===== config.mk =====
export PLATFORM = sky130hd
export DESIGN_NAME = fuse_key_gather
export DESIGN_NICKNAME = d
export VERILOG_FILES = /design/src/rtl/fkg_pkg.sv /design/src/rtl/fkg_cursor.sv /design/src/rtl/fkg_accum.sv /design/src/rtl/fkg_ctrl.sv /design/src/rtl/fuse_key_gather.sv
export SDC_FILE = /design/constraint.sdc
export NUM_CORES = 1
export LEC_CHECK = 0
export CELL_PAD_IN_SITES_DETAIL_PLACEMENT = 0
export CELL_PAD_IN_SITES_GLOBAL_PLACEMENT = 1
export CORE_ASPECT_RATIO = 1.5
export CORE_MARGIN = 2
export CORE_UTILIZATION = 38
export DETAILED_ROUTE_END_ITERATION = 16
export DONT_BUFFER_PORTS = 1
export HOLD_SLACK_MARGIN = 0.02
export MAX_ROUTING_LAYER = met4
export PLACE_DENSITY_LB_ADDON = 0.05
export SYNTH_ARGS = -nofsm -noshare
export SYNTH_HDL_FRONTEND = slang
export SYNTH_SLANG_ARGS = --single-unit
export TNS_END_PERCENT = 5

===== constraint.sdc =====
create_clock -name clk -period 5.2 [get_ports clk]
set_input_delay 0.26 -clock clk [delete_from_list [all_inputs] [get_ports clk]]
set_output_delay 0.26 -clock clk [all_outputs]
set_load 0.01 [all_outputs]

===== src/rtl/fkg_pkg.sv =====
package fkg_pkg;

    typedef enum logic [1:0] {
        ST_IDLE   = 2'd0,
        ST_ISSUE  = 2'd1,
        ST_WAIT   = 2'd2,
        ST_FINISH = 2'd3
    } fkg_state_e;

endpackage


===== src/rtl/fkg_cursor.sv =====
module fkg_cursor #(
    parameter int ROW_W     = 10,
    parameter int MAX_WORDS = 16,
    parameter int CNT_W     = 5,
    parameter int IDX_W     = 4
) (
    input  logic             clk,
    input  logic             rst_n,
    input  logic             init,
    input  logic [ROW_W-1:0] start_row,
    input  logic [ROW_W-1:0] end_row,
    input  logic [CNT_W-1:0] num_words,
    input  logic             step,
    input  logic             take,
    output logic             more,
    output logic             past_end,
    output logic [ROW_W-1:0] row,
    output logic [IDX_W-1:0] idx
);

    localparam logic [CNT_W-1:0] CNT_MAX = CNT_W'(MAX_WORDS);

    // one extra bit so the cursor never wraps at the top row
    logic [ROW_W:0]   row_q;
    logic [ROW_W-1:0] end_q;
    logic [CNT_W-1:0] need_q;
    logic [IDX_W-1:0] idx_q;
    logic [CNT_W-1:0] need_init;

    assign need_init = (num_words > CNT_MAX) ? CNT_MAX : num_words;

    always_ff @(posedge clk or negedge rst_n) begin
        if (!rst_n) begin
            row_q  <= '0;
            end_q  <= '0;
            need_q <= '0;
            idx_q  <= '0;
        end else if (init) begin
            row_q  <= {1'b0, start_row};
            end_q  <= end_row;
            need_q <= need_init;
            idx_q  <= '0;
        end else begin
            if (step) begin
                row_q <= row_q + 1'b1;
            end
            if (take) begin
                need_q <= need_q - 1'b1;
                idx_q  <= idx_q + 1'b1;
            end
        end
    end

    assign past_end = row_q > {1'b0, end_q};
    assign more     = (need_q != '0) && !past_end;
    assign row      = row_q[ROW_W-1:0];
    assign idx      = idx_q;

endmodule


===== src/rtl/fkg_accum.sv =====
module fkg_accum #(
    parameter int DATA_W = 32
) (
    input  logic              clk,
    input  logic              rst_n,
    input  logic              clr,
    input  logic              en,
    input  logic [DATA_W-1:0] word,
    output logic              and_ones,
    output logic              or_zero
);

    logic [DATA_W-1:0] or_q;
    logic [DATA_W-1:0] and_q;

    for (genvar b = 0; b < DATA_W; b++) begin : g_bit
        always_ff @(posedge clk or negedge rst_n) begin
            if (!rst_n) begin
                or_q[b]  <= 1'b0;
                and_q[b] <= 1'b1;
            end else if (clr) begin
                or_q[b]  <= 1'b0;
                and_q[b] <= 1'b1;
            end else if (en) begin
                or_q[b]  <= or_q[b] | word[b];
                and_q[b] <= and_q[b] & word[b];
            end
        end
    end

    assign and_ones = &and_q;
    assign or_zero  = ~|or_q;

endmodule


===== src/rtl/fkg_ctrl.sv =====
module fkg_ctrl
    import fkg_pkg::*;
#(
    parameter int DATA_W = 32,
    parameter int IDX_W  = 4
) (
    input  logic              clk,
    input  logic              rst_n,
    input  logic              start,
    input  logic              more,
    input  logic              past_end,
    input  logic              and_ones,
    input  logic              or_zero,
    input  logic              rsp_valid,
    input  logic              rsp_good,
    input  logic [DATA_W-1:0] rsp_data,
    input  logic [IDX_W-1:0]  idx,
    output logic              busy,
    output logic              rd_req,
    output logic              init,
    output logic              step,
    output logic              take,
    output logic              done,
    output logic              pass,
    output logic              key_valid,
    output logic [IDX_W-1:0]  key_idx,
    output logic [DATA_W-1:0] key_word
);

    fkg_state_e state_q, state_d;

    // state register
    always_ff @(posedge clk or negedge rst_n) begin
        if (!rst_n) begin
            state_q <= ST_IDLE;
        end else begin
            state_q <= state_d;
        end
    end

    // transitions
    always_comb begin
        state_d = state_q;
        unique case (state_q)
            ST_IDLE:   if (start) state_d = ST_ISSUE;
            ST_ISSUE:  state_d = more ? ST_WAIT : ST_FINISH;
            ST_WAIT:   if (rsp_valid) state_d = ST_ISSUE;
            ST_FINISH: state_d = ST_IDLE;
            default:   state_d = ST_IDLE;
        endcase
    end

    assign busy   = (state_q != ST_IDLE);
    assign init   = (state_q == ST_IDLE) && start;
    assign rd_req = (state_q == ST_ISSUE) && more;
    assign step   = (state_q == ST_WAIT) && rsp_valid;
    assign take   = step && rsp_good;

    // registered outputs
    always_ff @(posedge clk or negedge rst_n) begin
        if (!rst_n) begin
            done      <= 1'b0;
            pass      <= 1'b0;
            key_valid <= 1'b0;
            key_idx   <= '0;
            key_word  <= '0;
        end else begin
            done      <= 1'b0;
            key_valid <= 1'b0;
            unique case (state_q)
                ST_IDLE: begin
                    if (start) pass <= 1'b0;
                end
                ST_WAIT: begin
                    if (rsp_valid && rsp_good) begin
                        key_valid <= 1'b1;
                        key_idx   <= idx;
                        key_word  <= rsp_data;
                    end
                end
                ST_FINISH: begin
                    done <= 1'b1;
                    pass <= !and_ones && !or_zero && !past_end;
                end
                default: ;
            endcase
        end
    end

endmodule


===== src/rtl/fuse_key_gather.sv =====
module fuse_key_gather #(
    parameter  int ROW_W     = 10,
    parameter  int DATA_W    = 32,
    parameter  int FAIL_W    = 9,
    parameter  int MAX_WORDS = 16,
    localparam int CNT_W     = $clog2(MAX_WORDS + 1),
    localparam int IDX_W     = (MAX_WORDS > 1) ? $clog2(MAX_WORDS) : 1
) (
    input  logic              clk,
    input  logic              rst_n,
    input  logic              start,
    input  logic [ROW_W-1:0]  start_row,
    input  logic [ROW_W-1:0]  end_row,
    input  logic [CNT_W-1:0]  num_words,
    output logic              busy,
    output logic              done,
    output logic              pass,
    output logic              rd_req,
    output logic [ROW_W-1:0]  rd_row,
    input  logic              rd_valid,
    input  logic [DATA_W-1:0] rd_data,
    input  logic              rd_ecc_err,
    input  logic [FAIL_W-1:0] rd_fail,
    output logic              key_valid,
    output logic [IDX_W-1:0]  key_idx,
    output logic [DATA_W-1:0] key_word
);

    logic init, step, take, more, past_end, and_ones, or_zero, rsp_good;
    logic [IDX_W-1:0] idx;

    assign rsp_good = !rd_ecc_err && (rd_fail == '0);

    fkg_cursor #(
        .ROW_W(ROW_W), .MAX_WORDS(MAX_WORDS), .CNT_W(CNT_W), .IDX_W(IDX_W)
    ) i_cursor (
        .clk(clk), .rst_n(rst_n), .init(init),
        .start_row(start_row), .end_row(end_row), .num_words(num_words),
        .step(step), .take(take), .more(more), .past_end(past_end),
        .row(rd_row), .idx(idx)
    );

    fkg_accum #(.DATA_W(DATA_W)) i_accum (
        .clk(clk), .rst_n(rst_n), .clr(init), .en(take), .word(rd_data),
        .and_ones(and_ones), .or_zero(or_zero)
    );

    fkg_ctrl #(.DATA_W(DATA_W), .IDX_W(IDX_W)) i_ctrl (
        .clk(clk), .rst_n(rst_n), .start(start), .more(more),
        .past_end(past_end), .and_ones(and_ones), .or_zero(or_zero),
        .rsp_valid(rd_valid), .rsp_good(rsp_good), .rsp_data(rd_data),
        .idx(idx), .busy(busy), .rd_req(rd_req), .init(init), .step(step),
        .take(take), .done(done), .pass(pass), .key_valid(key_valid),
        .key_idx(key_idx), .key_word(key_word)
    );

endmodule


Word level (Yosys, flattened, before mapping)
Index checks and enable logic that the tools add are counted.
Word-level totals
  output and inout port bits: 51
  flip-flop bits (word level): 135
  input bits: 71
Cells by class
  bitwise operators: 64
  eq/ne operators: 5
  reductions and logical operators: 24
  multiplexer cells: 144
  magnitude comparators: 2
  add/subtract/negate cells: 3
Operator list (count)
  2-to-1 mux 1 bit: 133
  AND 1 bit: 32
  bitwise OR 1 bit: 32
  AND reduction 32 bit: 1
  OR reduction 32 bit: 1
  2-to-1 mux 11 bit: 2
  2-to-1 mux 5 bit: 3
  adder 11 x 1 -> 11 bit (second input constant): 1
  greater-than comparator 11 x 10 -> 1 bit: 1
  logical AND 1 bit: 9
  zero test 9 bit: 1
  2-to-1 mux 4 bit: 2
  case mux 2 bit (4 select lines): 1
  nonzero test 2 bit: 4
  AND reduction 2 bit: 3
  greater-than comparator 5 bit (second input constant): 1
  nonzero test 5 bit: 1
  subtractor 5 x 1 -> 5 bit (second input constant): 1
  adder 4 x 1 -> 4 bit (second input constant): 1
  equality test 2 bit (second input constant): 2
  2-to-1 mux 2 bit: 2
  != test 2 bit (second input constant): 2
  zero test 1 bit: 3
  equality test 2 x 1 -> 1 bit (second input constant): 1
  2 further kinds: 2

Longest topological paths before layout
  depth after elaboration: 5
  depth in mapped cells: 8
  mapped depth without buffers: 7

Modules after synthesis
Synthesis repeated with hierarchy kept, for this count alone.
Second synthesis, totals
  cell total of the unflattened synthesis: 515
  area total of the unflattened synthesis: 5990.7 um2
Modules (own cells, without submodules)
  fkg_accum: seq. area each 1641.6 um2, times used 1, area an instance 2566.2 um2, cells each 227
  fkg_cursor: seq. area each 750.7 um2, times used 1, area an instance 1721.7 um2, cells each 185
  fkg_ctrl: seq. area each 1026.0 um2, times used 1, area an instance 1675.4 um2, cells each 100
  fuse_key_gather: seq. area each 0.0 um2, times used 1, area an instance 27.5 um2, cells each 3

Worst setup path before layout
No wires, ideal clock.
  path kind: register to output
  start point: reg i_cursor.row_q[8]
  end point: out rd_req
  arrival: 1.840 ns
  path buffers: 0
  cell stages (with the launch flop): 7
  data required time: 4.940 ns
  slack: 3.100 ns
  path through: dfrtp_1 ha_1 a21o_1 a2111oi_0 o221ai_1 a21oi_1 nor2b_1
On the way
  word-level cells in the longest chain between the ends: 4
Ends and longest elaborated chain
  from (decl): RTL line fkg_cursor.sv:24  | logic [ROW_W:0] row_q;
  from (signal assigned): RTL line fkg_cursor.sv:39  | row_q <= {1'b0, start_row};
  from (signal assigned): RTL line fkg_cursor.sv:45  | row_q <= row_q + 1'b1;
  greater-than comparator 11 x 10 -> 1 bit: RTL line fkg_cursor.sv:54  | assign past_end = row_q > {1'b0, end_q};
  zero test 1 bit: RTL line fkg_cursor.sv:55  | assign more = (need_q != '0) && !past_end;
  logical AND 1 bit: RTL line fkg_cursor.sv:55
  logical AND 1 bit: RTL line fkg_ctrl.sv:55  | assign rd_req = (state_q == ST_ISSUE) && more;
  to (decl): RTL line fuse_key_gather.sv:18  | output logic rd_req,
No other way between the ends.

Worst setup path in the final report
  start point: reg i_ctrl.state_q[0]
  end point: reg i_cursor.idx_q[3] (netlist: i_cursor.idx[3])
On the way
  word-level cells in the longest chain between the ends: 4
  elaborated cells between the ends (all ways): 7
  those cells by class: eq/ne: 1; mux: 1; reduce/logical: 5
Ends and longest elaborated chain
  from (decl): RTL line fkg_ctrl.sv:30  | fkg_state_e state_q, state_d;
  from (signal assigned): RTL line fkg_ctrl.sv:37  | state_q <= state_d;
  equality test 2 bit: RTL line fkg_ctrl.sv:56  | assign step = (state_q == ST_WAIT) && rsp_valid;
  logical AND 1 bit: RTL line fkg_ctrl.sv:56
  logical AND 1 bit: RTL line fkg_ctrl.sv:57  | assign take = step && rsp_good;
  nonzero test 2 bit (no source line)
  to (signal assigned): RTL line fkg_cursor.sv:49  | idx_q <= idx_q + 1'b1;
  to (decl): RTL line fkg_cursor.sv:27  | logic [IDX_W-1:0] idx_q;
Several ways; a longest one is shown, not always the timed one.
A chain may end at the register's enable or synchronous reset.

==> flow_summary.json <==
{
  "final_area_um2": 7000,
  "grt_max_degree": 136,
  "root_buffer": "clkbuf_16",
  "die_w_um": 104,
  "synthToLayoutAreaGrowth_pct": 22.0,
  "grt_pass1_wl_um": 22400,
  "arrival_ns": 3.27,
  "period_needed_ns": 3.00,
  "worstSetupStartpointType": "register",
  "drt_iter0_markers": 222,
  "cts.sinks": 135,
  "cp_data_required_time_ns": 5.47,
  "netlist_instances": 594,
  "via_per_inst": 4.92,
  "period_share_pct": 57.7,
  "clockBufferDepth": 2,
  "numPortBuffers": 0,
  "gp_congestion": 0.748,
  "grt_use_total_pct": 18.2,
  "drc": 0,
  "cap_viol_max_count": 0,
  "status": "finished, final reports clean",
  "crit_type": "reg2reg",
  "synth_cell_types": 39,
  "fin_setup_tns_ns": 0,
  "std_cell_rows": 55,
  "cp_max_fo": 76,
  "dr.pass1.iters": 4,
  "yosys_warnings": 0,
  "peakVddDrop_uv": 153,
  "dieArea_um2": 16100,
  "seq_area_frac_synth_pct": 59.5,
  "route.antenna.remaining_nets": 0,
  "cts_setup_buffers": 0,
  "grt_antenna_before_repair": 1,
  "placed_cell_area_um2": 5800,
  "leakage_uw": 0.00331,
  "die_h_um": 155,
  "clk_pin_slew_ns": 0.06,
  "final_util_pct": 46.9,
  "finalMaxSlewViolations": 0,
  "nets": 717,
  "slew_headroom_pct": 48.3,
  "final_common_cell": "nand2_1",
  "power_density_nw_per_um2": 446,
  "numCtsBuffers": 17,
  "grt_overflow": 0,
  "initial_core_util_pct": 38.4,
  "hold_path_class": "in2reg",
  "layout_common_cells": "171 x nand2_1, 103 x dfrtp_1, 55 x dlygate4sd3_1, 52 x o21ai_0, 49 x nor2_1",
  "netlist_area_um2": 5740,
  "worst_slew_pin_slew_ns": 0.775,
  "critPathCaptureType": "register",
  "rsz0062_at_grt": "false",
  "wl_um": 13700,
  "grt_pass1_vias": 4240,
  "synth-seq-cells": 135,
  "dp_hpwl_um": 8650,
  "fmax_ghz": 0.333,
  "tritoncts": "done",
  "setup_viol": 0,
  "core_um2": 14900,
  "finClkSkew_ns": 0.0101,
  "synth_area_per_cell_um2": 9.67,
  "hold_viol": 0,
  "clk_latency_ns": 0.41,
  "setup_ws_ns": 2.20,
  "htreeDepth": 4,
  "dp_slack_ns": 2.17,
  "via_count": 4163,
  "drive_gt1_share_pct": 11.6,
  "total_power_uw": 3130,
  "boundaryPins": 122,
  "syn-num-nets": 678,
  "detail_route.wl_per_cell_um": 16.1
}
[per-stage QoR]
stage / hold WS [ns] / std cells
after floorplan: -0.0356 / 594
after detailed placement: -0.0304 / 757
after CTS: 0.0203 / 845
after global routing: 0.0213 / 846
after global placement: -0.0315 / 757
final: 0.0365 / 846
[metal layers]
metal | track usage (%) | part of all wire, % | vias to the layer above
met1 | 20.5 | 41 | 2005
met2 | 31.9 | 53 | 99
met3 | 4.47 | 4.6 | 13
met5 | - | 0 | -
met4 | 5.47 | 1.3 | 0
li1 | - | - | 2046
[cell type report]
cell class | instances | area, µm²
clock buffers | 18 | 429
multi-input cells | 402 | 2030
clock inverters | 14 | 198
well taps | 199 | 249
diodes | 1 | 2.50
inverters | 17 | 63.8
repair buffers | 60 | 608
flip-flops and latches | 135 | 3420
fillers | 1450 | 7930
[sequential cells by signal, summed over array words and instances, names as in the netlist, 2 cells and up]
signal,flops
i_accum.and_q,32
i_accum.or_q,32
i_ctrl.key_word,32
i_cursor.row_q,11
i_cursor.end_q,10
i_cursor.need_q,5
i_ctrl.key_idx,4
i_cursor.idx,4
i_ctrl.state_q,2
[final timing paths]
| kind | start | to | slack (ns) | depth (start not counted) |
|---|---|---|---|---|
| worst min-delay path | rd_data[1] | i_accum.and_q[1] | 0.04 | 2 |
| worst min register to register | i_accum.and_q[4] | i_accum.and_q[4] | 0.48 | 2 |
| max in group asynchronous | rst_n | i_cursor.end_q[9] | 4.19 | 2 |
| worst max-delay path | i_ctrl.state_q[0] | i_cursor.idx[3] | 2.20 | 8 |
| min in group asynchronous | rst_n | i_cursor.need_q[3] | 0.48 | 2 |
| worst max register to register | i_ctrl.state_q[0] | i_cursor.idx[3] | 2.20 | 8 |
[synthesized netlist by cell type]
cell	instances	area share [%]
o31ai_1	1	0.13
buf_4	14	1.8
ha_1	13	2.8
nor2_1	49	3.2
nor2b_1	1	0.11
o221ai_1	1	0.15
xnor2_1	6	0.92
buf_6	1	0.20
nand4_1	15	1.6
a21oi_1	38	3.3
nor4_1	11	1.2
and3b_1	2	0.31
mux2_2	1	0.20
nand2b_1	1	0.11
buf_2	13	1.1
inv_1	16	1.0
and4_1	1	0.15
o311ai_1	1	0.15
inv_2	1	0.065
nand4b_1	1	0.15
dfrtp_1	103	45
nand3_1	6	0.52
nand3b_1	3	0.39
o211ai_1	1	0.13
a32o_1	1	0.17
and2_1	1	0.11
nor3_1	3	0.26
and3_1	2	0.22
a2111oi_0	1	0.15
nor4_2	3	0.65
dfstp_2	32	15
nand4_4	1	0.37
mux2i_1	1	0.17
a21o_1	2	0.26
clkbuf_1	12	0.78
xor2_1	7	1.1
nand2_1	171	11
o21ai_0	52	4.5
a211oi_1	5	0.65
[power by group]
group | switching [µW] | internal (µW)
Sequential | 138 | 1160
Clock | 466 | 808
Combinational | 342 | 216
Total | 946 | 2180
[critical path, stage by stage (launching register included)]
cell and delay, ns:
dfrtp_1 0.43, and3b_1 0.44, nand4_4 0.12, buf_4 0.37
inv_2 0.60, buf_4 0.49, nand4_1 0.16, xor2_1 0.15
nor2_1 0.05
[cells by family (layout without fill, tap and decap cells)]
group / after synthesis / count (layout) / share of synthesized area [%]
buffers and inverters: 57 / 109 / 5.06
adders and majority gates: 13 / 13 / 2.83
muxes: 2 / 2 / 0.370
and+or+nand+nor: 271 / 271 / 20.6
xor gates and xnor gates: 13 / 13 / 1.98
AOI/OAI and AO/OA: 103 / 103 / 9.65
other: 0 / 1 / 0
DFF: 135 / 135 / 59.5
[repair_timing]
item,in CTS,in global routing
gates resized for setup,0,0
endpoints found under the hold margin,251,0
setup endpoints to repair,0,0
hold buffers,56,0
Power figures use the tool's default switching activity.
